==> config.mk <==
export PLATFORM = sky130hd
export DESIGN_NAME = ccu_top
export DESIGN_NICKNAME = d
export VERILOG_FILES = /design/src/rtl/ccu_pkg.sv /design/src/rtl/ccu_capture_edge.sv /design/src/rtl/ccu_compare.sv /design/src/rtl/ccu_store.sv /design/src/rtl/ccu_top.sv
export SDC_FILE = /design/constraint.sdc
export NUM_CORES = 1
export LEC_CHECK = 0
export BUFFER_PORTS_ARGS = -buffer_cell sky130_fd_sc_hd__buf_4
export CAP_MARGIN = 30
export CORE_MARGIN = 1.5
export CORE_UTILIZATION = 30
export DETAILED_ROUTE_END_ITERATION = 8
export HOLD_SLACK_MARGIN = 0.02
export PLACE_DENSITY = 0.55
export RECOVER_POWER = 25
export SETUP_SLACK_MARGIN = 0.05
export SLEW_MARGIN = 20
export SYNTH_ARGS = -nofsm -noshare
export SYNTH_HDL_FRONTEND = slang
export SYNTH_SLANG_ARGS = --single-unit
==> constraint.sdc <==
create_clock -name clk -period 2.8 [get_ports clk]
set_clock_uncertainty 0.05 [all_clocks]
set_input_delay 0.56 -clock clk [delete_from_list [all_inputs] [get_ports clk]]
set_output_delay 0.56 -clock clk [all_outputs]
set_load 0.005 [all_outputs]
==> src/rtl/ccu_pkg.sv <==
package ccu_pkg;

  localparam int PRE_W = 4;

  typedef enum logic [1:0] {
    CCU_OFF     = 2'b00,
    CCU_CAPTURE = 2'b01,
    CCU_COMPARE = 2'b10,
    CCU_PERIOD  = 2'b11
  } ccu_mode_e;

  typedef enum logic [1:0] {
    SEL_FALL    = 2'b00,
    SEL_RISE    = 2'b01,
    SEL_RISE4   = 2'b10,
    SEL_RISE16  = 2'b11
  } cap_sel_e;

  // Index of the rising edge (counted from 0) that fires a capture.
  function automatic logic [PRE_W-1:0] last_edge_index(input logic [1:0] sel);
    case (sel)
      SEL_RISE4:  return PRE_W'(3);
      SEL_RISE16: return PRE_W'(15);
      default:    return '0;
    endcase
  endfunction

  function automatic logic is_capture(input logic [1:0] m);
    return m == CCU_CAPTURE;
  endfunction

  function automatic logic is_compare(input logic [1:0] m);
    return (m == CCU_COMPARE) || (m == CCU_PERIOD);
  endfunction

  function automatic logic is_period(input logic [1:0] m);
    return m == CCU_PERIOD;
  endfunction

endpackage

==> src/rtl/ccu_capture_edge.sv <==
module ccu_capture_edge
  import ccu_pkg::*;
#(
  parameter int SYNC_STAGES = 2
) (
  input  logic       clk,
  input  logic       rst_n,
  input  logic       pin,
  input  logic       enable,
  input  logic [1:0] sel,
  output logic       cap_fire
);

  logic [SYNC_STAGES:0] sh;
  logic                 rise, fall, sel_same;
  logic [1:0]           sel_q;
  logic [PRE_W-1:0]     edge_cnt;
  logic [PRE_W-1:0]     target;

  always_ff @(posedge clk or negedge rst_n) begin
    if (!rst_n) sh <= '0;
    else        sh <= {sh[SYNC_STAGES-1:0], pin};
  end

  assign rise     = sh[SYNC_STAGES-1] & ~sh[SYNC_STAGES];
  assign fall     = ~sh[SYNC_STAGES-1] & sh[SYNC_STAGES];
  assign sel_same = (sel == sel_q);
  assign target   = last_edge_index(sel);

  always_ff @(posedge clk or negedge rst_n) begin
    if (!rst_n) begin
      sel_q    <= SEL_FALL;
      edge_cnt <= '0;
    end else begin
      sel_q <= sel;
      if (!enable || !sel_same)
        edge_cnt <= '0;
      else if (rise && sel != SEL_FALL)
        edge_cnt <= (edge_cnt == target) ? '0 : edge_cnt + 1'b1;
    end
  end

  always_comb begin
    cap_fire = 1'b0;
    if (enable && sel_same) begin
      if (sel == SEL_FALL) cap_fire = fall;
      else                 cap_fire = rise && (edge_cnt == target);
    end
  end

endmodule

==> src/rtl/ccu_compare.sv <==
module ccu_compare
  import ccu_pkg::*;
#(
  parameter int TW = 16
) (
  input  logic          clk,
  input  logic          rst_n,
  input  logic [1:0]    mode,
  input  logic          tick,
  input  logic [TW-1:0] count,
  input  logic [TW-1:0] ccr,
  output logic          match,
  output logic          clr_req,
  output logic          evt_q
);

  assign match   = is_compare(mode) && tick && (count == ccr);
  assign clr_req = match && is_period(mode);

  always_ff @(posedge clk or negedge rst_n) begin
    if (!rst_n) evt_q <= 1'b0;
    else        evt_q <= match;
  end

endmodule

==> src/rtl/ccu_store.sv <==
module ccu_store #(
  parameter int TW = 16
) (
  input  logic             clk,
  input  logic             rst_n,
  input  logic [TW/8-1:0]  wr_be,
  input  logic [7:0]       wr_data,
  input  logic             cap_fire,
  input  logic [TW-1:0]    cap_value,
  input  logic             flag_set,
  input  logic             flag_clr,
  output logic [TW-1:0]    ccr,
  output logic             flag
);

  localparam int NB = TW / 8;

  for (genvar b = 0; b < NB; b++) begin : g_lane
    always_ff @(posedge clk or negedge rst_n) begin
      if (!rst_n)         ccr[b*8 +: 8] <= '0;
      else if (cap_fire)  ccr[b*8 +: 8] <= cap_value[b*8 +: 8];
      else if (wr_be[b])  ccr[b*8 +: 8] <= wr_data;
    end
  end

  always_ff @(posedge clk or negedge rst_n) begin
    if (!rst_n)        flag <= 1'b0;
    else if (flag_set) flag <= 1'b1;
    else if (flag_clr) flag <= 1'b0;
  end

endmodule

==> src/rtl/ccu_top.sv <==
module ccu_top
  import ccu_pkg::*;
#(
  parameter int TW          = 16,
  parameter int SYNC_STAGES = 2
) (
  input  logic            clk,
  input  logic            rst_n,
  input  logic [TW-1:0]   tmr_count,
  input  logic            tmr_tick,
  output logic            tmr_clear,
  input  logic [1:0]      mode,
  input  logic [1:0]      cap_sel,
  input  logic            cap_pin,
  input  logic [TW/8-1:0] wr_be,
  input  logic [7:0]      wr_data,
  input  logic            flag_clr,
  output logic [TW-1:0]   ccr_value,
  output logic            irq_flag,
  output logic            cmp_evt
);

  logic cap_fire;
  logic cmp_match;

  ccu_capture_edge #(.SYNC_STAGES(SYNC_STAGES)) u_edge (
    .clk      (clk),
    .rst_n    (rst_n),
    .pin      (cap_pin),
    .enable   (is_capture(mode)),
    .sel      (cap_sel),
    .cap_fire (cap_fire)
  );

  ccu_compare #(.TW(TW)) u_cmp (
    .clk     (clk),
    .rst_n   (rst_n),
    .mode    (mode),
    .tick    (tmr_tick),
    .count   (tmr_count),
    .ccr     (ccr_value),
    .match   (cmp_match),
    .clr_req (tmr_clear),
    .evt_q   (cmp_evt)
  );

  ccu_store #(.TW(TW)) u_store (
    .clk       (clk),
    .rst_n     (rst_n),
    .wr_be     (wr_be),
    .wr_data   (wr_data),
    .cap_fire  (cap_fire),
    .cap_value (tmr_count),
    .flag_set  (cap_fire | cmp_match),
    .flag_clr  (flag_clr),
    .ccr       (ccr_value),
    .flag      (irq_flag)
  );

endmodule

; ---- Word level (Yosys, flattened, before mapping)
; Index checks and enable logic that the tools add are counted.
[word_totals]
regBits = 27
out_inout_bits = 19
elab_cells = 49
[classes]
addsub = 1
eq_ne = 8
mux = 12
bitwise_logic = 5
n_reduce_logical = 16
[op_table]
columns = cell, n
row1 = two-way mux 8 bit, 4
row2 = equality test 16 bit, 1
row3 = two-way mux 4 bit, 3
row4 = nonzero test 2 bit, 5
row5 = equality test 2 bit (second input constant), 4
row6 = one-hot mux 4 bit (2 select lines), 1
row7 = logical AND 1 bit, 6
row8 = adder 4 x 1 -> 4 bit (second input constant), 1
row9 = equality test 4 bit, 1
row10 = two-way mux 1 bit, 4
row11 = AND 1 bit, 2
row12 = equality test 2 x 1 -> 1 bit (second input constant), 1
row13 = equality test 2 bit, 1
row14 = zero test 1 bit, 2
row15 = zero test 2 bit, 1
row16 = logical OR 1 bit, 2
row17 = inverter 1 bit, 2
row18 = OR 1 bit, 1

; ---- Longest topological paths before layout
[depth]
word_depth = 8
mapped_depth = 7

; ---- Hierarchy
; From an unflattened synthesis, not the netlist that was laid out.
[hier_totals]
cells_unflattened = 143
area_unflattened_um2 = 1446.4
[modules_own_cells]
columns = module, n_inst, cells_per_inst, area_each_um2
row1 = ccu_store, 1, 72, 778.2
row2 = ccu_capture_edge, 1, 40, 424.2
row3 = ccu_compare, 1, 29, 231.5
row4 = ccu_top, 1, 2, 12.5

; ---- Least setup slack after synthesis
; No wires, ideal clock.
[synth_path]
path_type = input to register
startpoint = in cap_sel[0]
endpoint = reg u_store.ccr[10]
setup_ps = 125
arrival_time_ps = 2160
t_required_ps = 2625
setup_slack_ps = 465
stages = 7
path_buffers = 3
path_cell_list = buf_6 > xor2_1 > or4_4 > a221o_1 > buf_6 > buf_12 > mux2_4
[synth_via]
elab_chain_cells = 7
word_cells_on_any_way = 12
classes_between = eq/ne (4) / mux (4) / reduce/logical (4)
[synth_rtl]
columns = item, line_no
row1 = start: declaration, ccu_top.sv:13  ; input logic [1:0] cap_sel,
row2 = equality test 2 bit, ccu_pkg.sv:21  ; case (sel)
row3 = one-hot mux 4 bit (2 select lines), ccu_pkg.sv:21
row4 = equality test 4 bit, ccu_capture_edge.sv:47  ; else cap_fire = rise && (edge_cnt == target);
row5 = logical AND 1 bit, ccu_capture_edge.sv:47
row6 = two-way mux 1 bit, ccu_capture_edge.sv:46  ; if (sel == SEL_FALL) cap_fire = fall;
row7 = two-way mux 1 bit *, ccu_capture_edge.sv:45  ; if (enable && sel_same) begin
row8 = two-way mux 8 bit / nonzero test 2 bit (equally long branches), n/a
row9 = end signal: indexed assignment, ccu_store.sv:21  ; else if (cap_fire) ccr[b*8 +: 8] <= cap_value[b*8 +: 8];
row10 = end signal: indexed assignment, ccu_store.sv:22  ; else if (wr_be[b]) ccr[b*8 +: 8] <= wr_data;
row11 = end: declaration, ccu_store.sv:12  ; output logic [TW-1:0] ccr,
; Mark *: on every way between the ends. The rest lies on a longest branch, timed or not.
; A chain may end at the register's enable or synchronous reset.

; ---- Worst setup path after layout
[layout_path]
startpoint = reg u_store.ccr[9]
endpoint = out tmr_clear
[layout_via]
elab_chain_cells = 3
[layout_rtl]
columns = item, line_no
row1 = equality test 16 bit, ccu_compare.sv:17  ; assign match = is_compare(mode) && tick && (count == ccr);
row2 = logical AND 1 bit, ccu_compare.sv:17
row3 = logical AND 1 bit, ccu_compare.sv:18  ; assign clr_req = match && is_period(mode);
row4 = end: declaration, ccu_top.sv:11  ; output logic tmr_clear,
; Every way passes these cells.

==> results by group <==
Outcome
  • Status: complete, but fails checks
  • Failing checks: max-capacitance violations, max-slew violations

Clocking
  • H-tree Lvls: 1
  • Resize count post-CTS: 0
  • Post CTS Setup Buffer Count: 0
  • Cts bufs inserted: 3
  • Clock root buffer: clkbuf_8
  • CTS tree: built
  • Clock Sinks: 27
  • CTS Hold Bufs: 0
  • Clock latency on the worst-skew pair: around 0.28 ns
  • Max clock buf depth: 2
  • CTS clk-pin slew, worst paths: 0.10 ns

Yosys
  • Synthesis Warnings: 0
  • Top_reg_cell synth: dfrtp_1
  • Syn_area_per_cell: about 12 µm²
  • Cell area after synthesis: between 0.0015 and 0.002 mm²
  • Unique masters post-synth: 30
  • Post-synth top area share: 43.48%
  • Number of synthesized flops with an enable pin: 0
  • Seq cells post-synth: 27
  • Synth top cells by count: dfrtp_1, mux2_2, xnor2_1, mux2_4, nor3_1
  • Sequential share of the synthesized area: roughly 43%
  • Post-synth top area cell: dfrtp_1
  • Area contributors post-synth: dfrtp_1, mux2_2, xnor2_1, mux2_4, nor3_1
  • Cells after synthesis: approximately 130
  • Syn nets: between 150 and 200
  • Most common cell in the netlist: dfrtp_1
  • Ys async rst share: 100.0%

Drt
  • Routed vias: approximately 1100
  • Drt pass-1 iters: 4
  • Number of remaining DRC errors: 0
  • Vias/cell: about 4.6
  • Wire length per cell: roughly 14 µm
  • Initial detailed-routing violation count: 30
  • Post-route ant nets: 0
  • WL final: approximately 3600 µm

Hold path
  • Hold Crit Class: reg -> reg

Worst setup path
  • CP startpoint kind: flop
  • Worst EP required: 2.19 ns
  • Crit path max fanout: 3
  • Setup crit end kind: primary output
  • Worst EP arrival: 1.91 ns
  • Worst setup path class: reg -> out

Cells and area
  • Layout area overhead: 31.08%
  • Fillers: around 500
  • Fin nets: 215
  • Final std cells w/o fill: ~250
  • Share of layout cells above drive strength 1: approximately 50%
  • Reg area: 675.6 µm²
  • Footprint of the multi-input gates: 815.8 µm²
  • # diodes: 0

Global route
  • Gr busiest metal: met2
  • Overflow left after global routing: 0
  • GR Util met2: between 20 and 25%
  • Total GRT Usage: between 10% and 20%
  • Met1 usage in global routing: ~17%
  • M3 GR Usage: under 10%
  • First-pass GRT wire length: a little under 6000 µm
  • Initial antenna violation count: 0
  • Largest net degree at the start of global routing: 28
  • Vias in the first global route: between 1000 and 1500

Floorplan
  • Core area: roughly 0.0050 mm²
  • IO Count: 54
  • Chip Height: 74.97 µm
  • Die area: between 0.005 and 0.006 mm²
  • DIE WIDTH: around 75 µm
  • Starting Density: between 30 and 40%
  • Row count: 26

Placed design
  • Post-placement cell count: ~240
  • Worst slack at placement: 0.3370 ns
  • Post-DP HPWL: 2729 µm
  • GPL Wtd Cong: about 0.75
  • I/O Buffers: 53

Timing
  • Final count of negative-setup-slack endpoints: 0
  • WHS: slightly above 0.3 ns
  • Rel. slew slack: -0.04601%
  • Worst-Margin Slew: 1.501 ns
  • Max Freq: 396.8 MHz
  • Final Critical Period: around 2.5 ns
  • Final Max Slew Viols: 27
  • Setup TNS: 0 ns
  • Final Hold Viols: 0
  • RSZ-0062 raised after global routing: no
  • Setup ws final: around 0.28 ns
  • Period Utilization, post-route: approximately 90%

Job
  • Max Cap Viol: 1

Power and ir drop
  • P_leak: ~0.9 nW
  • Combinational share of power: between 20% and 30%
  • Sequential share of power: about 50%
  • Power Density: 436.9 mW/mm²
  • Net Sw Frac: between 20% and 30%
  • Worst vdd ir: about 0.00017 V
  • Clock power frac: a little over a quarter
  • Int Pwr: around 0.66 mW
  • Total net switching power: approximately 0.23 mW
-- power by group through the flow --
stage	combinational [mW]	sequential [mW]	clock (mW)
6_report	0.212	0.445	0.233
5_1_grt	0.233	0.449	0.247
3_5_place_dp	0.216	0.452	0
2_1_floorplan	0.109	0.451	0
3_3_place_gp	0.212	0.451	0
4_1_cts	0.216	0.446	0.241
-- through the flow --
step / total power [mW] / instance area (µm²) / util, %
CTS: 0.9032 / 2041 / 40.47
floorplan: 0.5600 / 1554 / -
global placement: 0.6630 / 1992 / 39.50
detailed placement: 0.6686 / 1992 / 39.50
finish: 0.8900 / 2037 / 40.40
global route: 0.9300 / 2037 / 40.40
-- worst max-delay path, stage by stage, from the launching register on --
cell and delay, ns:
dfrtp_1 0.42, xnor2_1 0.20, nand4_1 0.10, or4_1 0.59, nor3_1 0.18, buf_4 0.14
-- placed cells by master, fill, tap and decap left out, types with 2 or more instances in the layout --
cell type / netlist / routed
xnor2_1: 19 / 19
mux2_4: 9 / 9
clkbuf_8: 0 / 3
inv_1: 2 / 2
a21oi_1: 2 / 2
mux2_2: 23 / 23
dfrtp_1: 27 / 27
nor3_1: 6 / 6
nand3_1: 4 / 4
nand2_1: 2 / 2
o21ai_0: 2 / 2
xor2_1: 3 / 3
buf_4: 0 / 52
nor2_1: 4 / 4
nand3b_1: 2 / 2
nand4_1: 3 / 3
-- cell type report --
class | instances | share of cell area (%)
multi-input combinational | 91 | 40.05
timing repair buffer | 54 | 19.72
tap | 70 | 4.300
inverter | 2 | 0.3686
clock buffer | 3 | 2.027
sequential | 27 | 33.17
clock inverter | 1 | 0.3686
-- final timing paths --
kind	startpoint	endpoint	slack, ns	cells after the start
max in group asynchronous	rst_n	u_store.ccr[9]	1.25	1
worst max-delay path	u_store.ccr[9]	tmr_clear	0.28	5
worst min register to register	u_edge.sh[0]	u_edge.sh[1]	0.31	0
worst min-delay path	u_edge.sh[0]	u_edge.sh[1]	0.31	0
worst max register to register	u_edge.sel_q[0]	u_store.ccr[8]	0.74	5
min in group asynchronous	rst_n	u_store.ccr[15]	0.58	1
-- logic make-up (layout without fill, tap and decap cells) --
| family | count (synthesis) | after routing | share of synthesized area [%] |
|---|---|---|---|
| AO/OA/AOI/OAI | 8 | 8 | 3.543 |
| XOR/XNOR | 22 | 22 | 12.40 |
| adder cells (fa/ha/maj) | 1 | 1 | 0.8050 |
| buffers and inverters | 8 | 60 | 4.026 |
| flip-flops | 27 | 27 | 43.48 |
| multiplexers | 32 | 32 | 25.36 |
| AND/OR/NAND/NOR | 28 | 28 | 10.39 |
-- sequential cells by signal, indices dropped and copies added, names as in the netlist --
name,count
u_cmp.evt_q,1
u_edge.edge_cnt,4
u_edge.sel_q,2
u_edge.sh,3
u_store.ccr,16
u_store.flag,1
-- routing by layer --
metal / routed length [µm] / share of wire, %
met1: 1589 / 45
met3: 180 / 5.1
met4: 34 / 0.96
met5: 0 / 0
met2: 1747 / 49
Note: power is estimated with default switching activity, not from simulation.
